[src/rtl/phy_rst_pkg.sv]
package phy_rst_pkg;
    localparam int ADDR_W = 5;
    localparam int DATA_W = 16;

    localparam logic [ADDR_W-1:0] ADDR_BASIC = 5'h00;
    localparam logic [ADDR_W-1:0] ADDR_EDET  = 5'h1D;

    localparam int BIT_SWRST = 15;
    localparam int BIT_PDOWN = 11;
    localparam int BIT_EDEN  = 0;

    typedef enum logic [1:0] {
        SEQ_IDLE,
        SEQ_RESET,
        SEQ_HOLD
    } seq_state_e;

    typedef struct packed {
        logic              we;
        logic [ADDR_W-1:0] addr;
        logic [DATA_W-1:0] wdata;
    } mgmt_req_t;

    function automatic logic is_mapped(input logic [ADDR_W-1:0] a);
        return (a == ADDR_BASIC) || (a == ADDR_EDET);
    endfunction

    function automatic int cnt_width(input int max_val);
        return (max_val < 2) ? 1 : $clog2(max_val + 1);
    endfunction
endpackage

[src/rtl/phy_rst_pulse_qual.sv]
module phy_rst_pulse_qual #(
    parameter int MIN_CYC = 250
) (
    input  logic clk,
    input  logic rst,
    input  logic pin_n,
    output logic qual
);
    localparam int CW = phy_rst_pkg::cnt_width(MIN_CYC);

    logic          sync1_q, sync2_q;
    logic [CW-1:0] low_cnt_q;

    always_ff @(posedge clk) begin
        if (rst) begin
            sync1_q   <= 1'b1;
            sync2_q   <= 1'b1;
            low_cnt_q <= '0;
            qual      <= 1'b0;
        end else begin
            sync1_q <= pin_n;
            sync2_q <= sync1_q;
            if (sync2_q) begin
                low_cnt_q <= '0;
                qual      <= 1'b0;
            end else begin
                if (low_cnt_q != CW'(MIN_CYC))
                    low_cnt_q <= low_cnt_q + 1'b1;
                qual <= (low_cnt_q >= CW'(MIN_CYC - 1));
            end
        end
    end
endmodule

[src/rtl/phy_rst_swseq.sv]
module phy_rst_swseq
    import phy_rst_pkg::*;
#(
    parameter int RST_CYC  = 250,
    parameter int HOLD_CYC = 750
) (
    input  logic clk,
    input  logic rst,
    input  logic start,
    output logic busy,
    output logic in_reset
);
    localparam int MAXC = (RST_CYC > HOLD_CYC) ? RST_CYC : HOLD_CYC;
    localparam int CW   = cnt_width(MAXC);

    seq_state_e    state_q;
    logic [CW-1:0] cnt_q;

    always_ff @(posedge clk) begin
        if (rst) begin
            state_q <= SEQ_IDLE;
            cnt_q   <= '0;
        end else begin
            unique case (state_q)
                SEQ_IDLE: if (start) begin
                    state_q <= SEQ_RESET;
                    cnt_q   <= '0;
                end
                SEQ_RESET: if (cnt_q == CW'(RST_CYC - 1)) begin
                    state_q <= SEQ_HOLD;
                    cnt_q   <= '0;
                end else begin
                    cnt_q <= cnt_q + 1'b1;
                end
                SEQ_HOLD: if (cnt_q == CW'(HOLD_CYC - 1)) begin
                    state_q <= SEQ_IDLE;
                    cnt_q   <= '0;
                end else begin
                    cnt_q <= cnt_q + 1'b1;
                end
                default: state_q <= SEQ_IDLE;
            endcase
        end
    end

    assign busy     = (state_q != SEQ_IDLE);
    assign in_reset = (state_q == SEQ_RESET);
endmodule

[src/rtl/phy_rst_energy.sv]
module phy_rst_energy #(
    parameter int QUIET_CYC = 1024,
    parameter int WAKE_CYC  = 4096
) (
    input  logic clk,
    input  logic rst,
    input  logic en,
    input  logic line_act,
    output logic sleep,
    output logic wake
);
    localparam int QW = phy_rst_pkg::cnt_width(QUIET_CYC);
    localparam int WW = phy_rst_pkg::cnt_width(WAKE_CYC);

    logic          awake_q;
    logic [QW-1:0] quiet_q;
    logic [WW-1:0] wcnt_q;

    always_ff @(posedge clk) begin
        if (rst || !en) begin
            awake_q <= 1'b0;
            quiet_q <= '0;
            wcnt_q  <= '0;
            wake    <= 1'b0;
        end else begin
            if (line_act) begin
                awake_q <= 1'b1;
                quiet_q <= '0;
            end else if (awake_q) begin
                if (quiet_q == QW'(QUIET_CYC - 1)) begin
                    awake_q <= 1'b0;
                    quiet_q <= '0;
                end else begin
                    quiet_q <= quiet_q + 1'b1;
                end
            end
            if (wcnt_q == WW'(WAKE_CYC - 1)) begin
                wcnt_q <= '0;
                wake   <= 1'b1;
            end else begin
                wcnt_q <= wcnt_q + 1'b1;
                wake   <= 1'b0;
            end
        end
    end

    assign sleep = en && !awake_q;
endmodule

[src/rtl/phy_rst_ctrl.sv]
module phy_rst_ctrl
    import phy_rst_pkg::*;
#(
    parameter int          STRAP_W       = 8,
    parameter int          HW_MIN_CYC    = 250,
    parameter int          SW_RST_CYC    = 250,
    parameter int          HOLD_CYC      = 750,
    parameter int          QUIET_CYC     = 1024,
    parameter int          WAKE_CYC      = 4096,
    parameter logic [15:0] BASIC_DEFAULT = 16'h3100
) (
    input  logic               clk,
    input  logic               por_i,
    input  logic               hw_rst_n_i,
    input  logic [STRAP_W-1:0] strap_i,
    input  logic               line_act_i,
    input  logic               mgmt_we_i,
    input  logic [4:0]         mgmt_addr_i,
    input  logic [15:0]        mgmt_wdata_i,
    output logic [15:0]        mgmt_rdata_o,
    output logic               core_rst_o,
    output logic [STRAP_W-1:0] strap_o,
    output logic               pwr_down_o,
    output logic               tx_wake_o,
    output logic               mgmt_busy_o
);
    localparam logic [DATA_W-1:0] SELF_CLR_MASK = DATA_W'(1) << BIT_SWRST;

    mgmt_req_t          req;
    logic               hw_qual, seq_reset, seq_busy, ed_sleep;
    logic               hard_rst, wr_ok, sw_start, reg_clr;
    logic [DATA_W-1:0]  basic_q, edet_q;
    logic [STRAP_W-1:0] strap_q;

    assign req      = '{we: mgmt_we_i, addr: mgmt_addr_i, wdata: mgmt_wdata_i};
    assign hard_rst = por_i || hw_qual;
    assign wr_ok    = req.we && !seq_busy;
    assign sw_start = wr_ok && (req.addr == ADDR_BASIC) && req.wdata[BIT_SWRST];
    assign reg_clr  = hard_rst || sw_start;

    phy_rst_pulse_qual #(.MIN_CYC(HW_MIN_CYC)) u_qual (
        .clk   (clk),
        .rst   (por_i),
        .pin_n (hw_rst_n_i),
        .qual  (hw_qual)
    );

    phy_rst_swseq #(.RST_CYC(SW_RST_CYC), .HOLD_CYC(HOLD_CYC)) u_seq (
        .clk      (clk),
        .rst      (hard_rst),
        .start    (sw_start),
        .busy     (seq_busy),
        .in_reset (seq_reset)
    );

    phy_rst_energy #(.QUIET_CYC(QUIET_CYC), .WAKE_CYC(WAKE_CYC)) u_energy (
        .clk      (clk),
        .rst      (hard_rst),
        .en       (edet_q[BIT_EDEN]),
        .line_act (line_act_i),
        .sleep    (ed_sleep),
        .wake     (tx_wake_o)
    );

    always_ff @(posedge clk) begin
        if (reg_clr) begin
            basic_q <= BASIC_DEFAULT & ~SELF_CLR_MASK;
            edet_q  <= '0;
        end else if (wr_ok) begin
            if (req.addr == ADDR_BASIC) basic_q <= req.wdata & ~SELF_CLR_MASK;
            if (req.addr == ADDR_EDET)  edet_q  <= req.wdata;
        end
    end

    always_ff @(posedge clk) begin
        if (hard_rst) strap_q <= strap_i;
    end

    always_comb begin
        mgmt_rdata_o = '0;
        if (!seq_busy) begin
            unique case (1'b1)
                (req.addr == ADDR_BASIC): mgmt_rdata_o = basic_q;
                (req.addr == ADDR_EDET):  mgmt_rdata_o = edet_q;
                default:                  mgmt_rdata_o = '0;
            endcase
        end
    end

    assign core_rst_o  = hard_rst || seq_reset;
    assign strap_o     = strap_q;
    assign pwr_down_o  = basic_q[BIT_PDOWN] || ed_sleep;
    assign mgmt_busy_o = seq_busy;
endmodule

[config.mk]
export PLATFORM = sky130hd
export DESIGN_NAME = phy_rst_ctrl
export DESIGN_NICKNAME = d
export VERILOG_FILES = /design/src/rtl/phy_rst_pkg.sv /design/src/rtl/phy_rst_pulse_qual.sv /design/src/rtl/phy_rst_swseq.sv /design/src/rtl/phy_rst_energy.sv /design/src/rtl/phy_rst_ctrl.sv
export SDC_FILE = /design/constraint.sdc
export NUM_CORES = 1
export LEC_CHECK = 0
export BUFFER_PORTS_ARGS = -buffer_cell sky130_fd_sc_hd__buf_2
export CORE_MARGIN = 10
export CORE_UTILIZATION = 42
export CTS_CLUSTER_DIAMETER = 150
export DETAILED_ROUTE_END_ITERATION = 6
export MAX_ROUTING_LAYER = met4
export SETUP_SLACK_MARGIN = 0.5
export SLEW_MARGIN = 20
export SYNTH_ARGS = -nofsm -noshare
export SYNTH_HDL_FRONTEND = slang
export SYNTH_HIERARCHICAL = 1
export SYNTH_SLANG_ARGS = --single-unit
[constraint.sdc]
create_clock -name clk -period 4.25 [get_ports clk]
set_clock_uncertainty 0.2 [all_clocks]
set_input_delay 0.2125 -clock clk [delete_from_list [all_inputs] [get_ports clk]]
set_output_delay 0.2125 -clock clk [all_outputs]
set_load 0.02 [all_outputs]
==> impl_results.md, run 1 <==
- Status: completed
- Diodes inserted: 0
- Final net count: around 600
- Compound-cell area share of the yosys netlist: ~14%
- Post-Synth Simple-Gate Area: between 20% and 30%
- Port Buf Inserts: 61
- Tot GR Track Use: around 15%
- DRC Markers: 0
- Type of destination of the critical path: flip-flop
- CTS Buf Count: 9
- Post-CTS setup buffers: 0
- Worst setup path start: u_seq/state_q[0]
- Hold slack: between 0.07 and 0.08 ns
- Initial antenna violation count: 0
- Share of cells above drive strength 1: a little under a fifth
- Total Power: about 1.6 mW
- Post-synthesis xor/xnor area fraction: roughly 5%
- Leak: between 1.5 and 2 nW
- Crit path max-delay family: simple AND/OR/NAND/NOR gates
- Cell count after synthesis: between 400 and 500
- First-pass GRT wire length: between 15,000 and 20,000 um
- Area of the core: 0.00986 mm2
- Clk slew on worst S/H paths: approximately 0.090 ns
- Congestion Overflow GR: 0
- Row count: 36
- Worst path most repeated cell: inv_1
- CTS tree: done
- # setup viols final: 0
- DRT iter0 DRCs: approximately 240
- Remaining antenna violation count after routing: 0
- Critical path buffers and inverters: 2
- Largest family of logic cells by synthesized area: simple AND/OR/NAND/NOR gates
- Starting Density: 43.5%
- Most common cell after layout, fill and taps aside: dfxtp_1
- Setup TNS: 0 ns
- Boundary pin count: 62
- Worst slew margin: ~50%
- Crit-path slowest cell: or4b_4
- Avg Cell Area, Syn: 8.71 um2
- Max incr delay on CP: about 0.78 ns
- Power Density: around 320 mW/mm2
- Post-synthesis mux area share: about 1.4%
- CTS root buffer: clkbuf_8
- Pin count of the biggest net entering global routing: 36
- Die width: approximately 120 um
- Synth Cell Area: between 0.004 and 0.005 mm2
- Measured slew at the worst slew-check pin: between 0.7 and 0.8 ns
- Area Growth Syn to Fin: 19.3%
- Max-slew violation count: 0
- Routability cong.: between 0.8 and 0.9
- DR WL/cell: 15.0 um
- Post-synth EDFFs: 8
- Ys flop type: dfxtp_1
- Seq cells post-synth: 88
- RSZ-0062 raised after global routing: false
- Maximum vdd drop: 0.174 mV
- Post-Route WL: between 10,000 and 15,000 um
- Sink Count: 88
- Async S/R FF share, synth: 0%
- Synth unique cells: between 50 and 60
- Worst path required time: about 4.3 ns
- Die area: about 0.015 mm2
- Vias in the first global route: about 3,600
- Yosys warnings: 6
- Critical hold path startpoint: mgmt_wdata_i[15]
- Die height: 121 um
- Final hold violation count: 0
- Max-cap violations: 0
- Critical Path Source Type: flip-flop
- Syn Nets: 540
- Most frequent cells in the layout: dfxtp_1, buf_2, nand3_1
- Hpwl dp: ~7000 um
- Via-per-instance ratio: 5.43
- CP Cell Sequence: inv_1 -> ha_1 -> inv_1 -> or4b_4 -> nor3_4 -> nor2b_4 -> or2_2 -> o31ai_1 -> nor2_1
- Htree depth: 3
- Vias: about 3,800
- CP Class: reg2reg
- TritonRoute pass-1 iters: 5
- Clock buffer depth: 2
- R2r startpoint: u_seq/state_q[0]
- Final Critical Period: 3.42 ns
- Arrival @ worst endpoint: roughly 3.4 ns
- Worst skew pair latency: between 0.3 and 0.4 ns
- Register area share after synthesis: ~43%
- CP max FO: 25
- Worst Hold Class: in2reg
- Post-Synth Adder-Cell Area: roughly 3.8%
- Final period util: between 80% and 90%
- Max Clk Rate: a little under 300 MHz
==> state kept, by name, summed over array words and instances, names as in the netlist <==
| register | count |
|---|---|
| basic_q | 15 |
| u_qual/qual | 1 |
| u_seq/state_q | 2 |
| u_energy/wcnt_q | 13 |
| u_seq/cnt_q | 10 |
| strap_o | 8 |
| u_qual/sync1_q | 1 |
| u_qual/low_cnt_q | 8 |
| u_qual/sync2_q | 1 |
| u_energy/awake_q | 1 |
| u_energy/quiet_q | 11 |
| u_energy/wake | 1 |
| edet_q | 16 |
==> logic make-up after synthesis <==
| kind of cell | Yosys count |
|---|---|
| mux | 6 |
| simple gates | 205 |
| xor+xnor | 25 |
| flops | 88 |
| fa+ha+maj | 13 |
| buf+inv | 53 |
| compound gates | 103 |
==> worst register-to-register path, cell delays in order, from the launching register on <==
cell and delay (ns):
dfxtp_1 0.34, inv_1 0.12, ha_1 0.17, inv_1 0.28, or4b_4 0.78, nor3_4 0.22
nor2b_4 0.10, or2_2 0.31, o31ai_1 0.64, nor2_1 0.11
==> cell type report <==
type,count,area [um2]
timing repair buffer,93,613
inverter,18,67.6
clock inverter,6,70.1
fill,936,4740
sequential,88,1840
tap,133,166
multi-input combinational,352,2210
clock buffer,10,149
==> stage by stage <==
step	setup slack [ns]	std cells	util [%]	cell area (um2)
final	0.830	700	51.9	5120
after floorplan	0.786	493	-	4290
after global placement	0.896	657	46.9	4630
after detailed placement	0.836	657	46.9	4630
after global routing	0.621	700	51.9	5120
after CTS	0.823	700	51.9	5120
==> path summary, 6_finish.rpt <==
check / cells after the start / slack (ns) / end
max: 9 / 0.83 / u_seq/cnt_q[4]
min: 3 / 0.07 / edet_q[15]
max reg2reg: 9 / 0.83 / u_seq/cnt_q[4]
min reg2reg: 1 / 0.22 / u_qual/sync2_q
==> metal layers <==
metal  vias up  track usage (%)  routed length (um)  part of all wire [%]
li1       1919                -                   -                     -
met1      1779             19.0                5110                    49
met2        85             21.9                4610                    44
met3        17             3.44                 519                   5.0
met4         0             6.79                 240                   2.3
met5         -                -                   0                     0
==> what timing repair did <==
| action | CTS | global route |
|---|---|---|
| hold buffers | 27 | 0 |
| resized for setup | 0 | 0 |
| hold endpoints to repair | 42 | 0 |
==> power by group <==
part	total [mW]	internal, mW	switching, mW
clock	0.628	0.314	0.315
combinational	0.166	0.0595	0.107
sequential	0.850	0.846	0.00456
total	1.64	1.22	0.426
==> synthesized netlist by cell type, types with 6 or more instances <==
cell type   n  area share (%)
nor2_1     39             3.4
or4_1       8             1.4
o21ai_0    31             3.6
nand2_1    22             1.9
ha_1       13             3.8
nor3_1     13             1.5
or2_2       6            0.87
nand3_1    48             5.6
o21ai_1     7            0.82
a21oi_1    37             4.3
nand4_1    21             3.1
a211oi_1   18             3.1
xor2_1     11             2.2
xnor2_1    14             2.9
mux2i_1     6             1.4
edfxtp_1    8             5.6
inv_1      18             1.6
dfxtp_1    80              37
or3_1       9             1.3
clkbuf_1   23             2.0
Power figures use the tool's default switching activity.
==> inputs of run 2 (changes only) <==
- ABC_AREA: unset -> 1
- clock period: 4.25 -> 3.5 ns (I/O delays scaled with it)
==> impl_results.md, run 2 <==
- Hpwl dp: 7230 um (+3.4%)
- Via-per-instance ratio: 4.76 (-12%)
- Remaining antenna violation count after routing: 0 (unchanged)
- CP Class: reg2reg
- Top flop regs: edet_q x16, basic_q x15, u_energy/wcnt_q x13
- DRC Markers: 0 (unchanged)
- Starting Density: 42.8% (-0.74 points)
- Final period util: 70.9% (-9.6 points)
- Cell taking the most area after synthesis: dfxtp_1
- CP max FO: 18 (-28%)
- CTS tree: done
- Htree depth: 3 (unchanged)
- Avg Cell Area, Syn: 7.27 um2 (-17%)
- Max reg flops: 16 (unchanged)
- Max-cap violations: 0 (unchanged)
- Fraction of power spent switching nets: 25.0% (-0.92 points)
- Register area share after synthesis: 42.1% (-0.82 points)
- Boundary pin count: 62 (unchanged)
- Clock buffer depth: 2 (unchanged)
- DRT iter0 DRCs: 192 (-21%)
- Measured slew at the worst slew-check pin: 0.815 ns (+0.0741 ns)
- # setup viols final: 0 (unchanged)
- CTS root buffer: clkbuf_8
- Share of cells above drive strength 1: 16.3% (-2.0 points)
- Most common cell after layout, fill and taps aside: nand2_1
- Maximum vdd drop: 0.210 mV (+21%)
- Die width: 122 um (+0.81%)
- Worst Hold Class: in2reg
- CTS Buf Count: 9 (unchanged)
- Critical Path Source Type: flip-flop
- Leak: 2.17 nW (+18%)
- Status: completed
- Power Density: 361 mW/mm2 (+12%)
- Cell count after synthesis: 602 (+22%)
- Area share of the largest cell type after synthesis: 36.6% (-0.71 points)
- Row count: 37 (+2.8%)
- Max Clk Rate: 403 MHz (+38%)
- Area after DPL: 0.00477 mm2 (+3.0%)
- Routability cong.: 0.776 (-6.7%)
- Synth top area cells: dfxtp_1, nand2_1, nor2_1, nand3_1, inv_1
- Psw: 472 uW (+11%)
- Met1 usage: 16.0% (-2.9 points)
- Arrival @ worst endpoint: 2.54 ns (-0.90 ns)
- Area Growth Syn to Fin: 19.6%
- Vias: 3,949 (+3.9%)
- DR WL/cell: 12.2 um (-19%)
- Final Critical Period: 2.48 ns (-0.939 ns)
- Pin count of the biggest net entering global routing: 30 (-17%)
- Worst path required time: 3.56 ns (-0.71 ns)
- Port Buf Inserts: 61 (unchanged)
- Comb power frac: 9.4% (-0.7 points)
- M2 GR Usage: 24.8% (+2.9 points)
- Final hold violation count: 0 (unchanged)
- Initial antenna violation count: 0 (unchanged)
- Int Power: 1.42 mW (+16%)
- Clock Power Share: 35.8% (-2.4 points)
- Max-slew violation count: 0 (unchanged)
- First-pass GRT wire length: 17,300 um (-2.1%)
- Diodes inserted: 0 (unchanged)
- Async S/R FF share, synth: 0% (unchanged)
- RSZ-0062 raised after global routing: false
- Worst skew pair latency: 0.35 ns (about the same)
- Area of the core: 0.0102 mm2 (+3.7%)
- Tot GR Track Use: 14.4% (-0.51 points)
- TritonRoute pass-1 iters: 4 (-1)
- Seq cells post-synth: 88 (unchanged)
- Die area: 0.0149 mm2 (+1.6%)
- Syn Nets: 649 (+20%)
- Hold slack: 0.139 ns (+0.0678 ns)
- Seq pwr share: 54.7% (+3.0 points)
- Busiest grt layer: met2
- Yosys warnings: 6 (unchanged)
- Worst slew margin: 45.6% (-4.7 points)
- Die height: 122 um (+0.81%)
- Congestion Overflow GR: 0 (unchanged)
- Most numerous cell in the Yosys netlist: nand2_1
- Layout Cells excl Fill: 829 (+18%)
- Synth Cell Area: 0.00438 mm2 (+2.0%)
- Setup TNS: 0 ns (unchanged)
- Largest Register: edet_q
- Vias in the first global route: 3,814 (+6.4%)
- Ys flop type: dfxtp_1
- Post-Route WL: 10,100 um (-3.6%)
- Synth unique cells: 35 (-31%)
- Post-CTS setup buffers: 0 (unchanged)
- Design Area, Final: 0.00523 mm2 (+2.2%)
- Dpl cells: 785 (+19%)
- Final net count: 735 (+21%)
- Type of destination of the critical path: flip-flop
- Most frequent cells in the layout: nand2_1, dfxtp_1, nor2_1
- Clk slew on worst S/H paths: 0.09 ns (about the same)
- Post-synth EDFFs: 8 (unchanged)
- GR Util met3: 2.96% (-0.48 points)
- Sink Count: 88 (unchanged)
- Top cells by count, synth: nand2_1, dfxtp_1, nor2_1, inv_1, nand3_1
run 2: kinds of logic after synthesis:
group / Yosys count / share of synthesized area (%)
AND/OR/NAND/NOR: 354 / 36.9
buffers and inverters: 88 / 8.78
flip-flops: 88 / 42.1
AO/OA/AOI/OAI: 44 / 5.52
XOR/XNOR: 15 / 3.00
adder cells (fa/ha/maj): 13 / 3.72
run 2: timing repair:
item | in CTS | in global routing
resized for setup | 0 | 0
hold buffers | 28 | 0
endpoints found under the hold margin | 46 | 0
run 2: cell type report:
type                            count  area [um2]
Sequential cell                    88        1840
Clock inverter                      7        62.6
Fill cell                        1020        5000
Tap cell                          136         170
Clock buffer                        9         124
Timing Repair Buffer               95         631
Multi-Input combinational cell    426        2150
Inverter                           68         255
run 2: path summary, 6_finish.rpt:
check	start	end	slack (ns)	depth (start not counted)
worst max register to register	u_seq/state_q[0]	basic_q[8]	1.02	8
worst min-delay path	mgmt_addr_i[1]	edet_q[8]	0.14	6
worst max-delay path	u_seq/state_q[0]	basic_q[8]	1.02	8
worst min register to register	u_qual/sync1_q	u_qual/sync2_q	0.22	1
run 2: layer usage:
metal | share of wire, % | routed length (um)
met1 | 44 | 4420
met2 | 50 | 5100
met3 | 4.3 | 438
met4 | 1.5 | 148
met5 | 0 | 0
run 2: power groups by stage:
stage                     sequential, mW  clock (mW)  combinational, mW
after global routing                1.04       0.744              0.196
after global placement              1.06           0              0.151
final                               1.04       0.678              0.178
after CTS                           1.04       0.704              0.179
after floorplan                     1.06           0             0.0973
after detailed placement            1.06           0              0.155
run 2: metrics by stage:
| step | total power [mW] | utilization (%) | setup slack (ns) |
|---|---|---|---|
| 6_report | 1.89 | 51.2 | 1.02 |
| 5_1_grt | 1.98 | 51.2 | 0.686 |
| 4_1_cts | 1.92 | 51.2 | 1.01 |
| 3_5_place_dp | 1.21 | 46.6 | 1.02 |
| 3_3_place_gp | 1.21 | 46.6 | 1.09 |
| 2_1_floorplan | 1.16 | - | 1.36 |
run 2: worst max-delay path, stage by stage, from the launching register on:
cell     delay, ns
dfxtp_1       0.33
inv_1         0.13
ha_1          0.20
inv_1         0.08
nor2_4        0.33
buf_4         0.29
nand4_2       0.42
o21ai_0       0.32
nand2_1       0.07
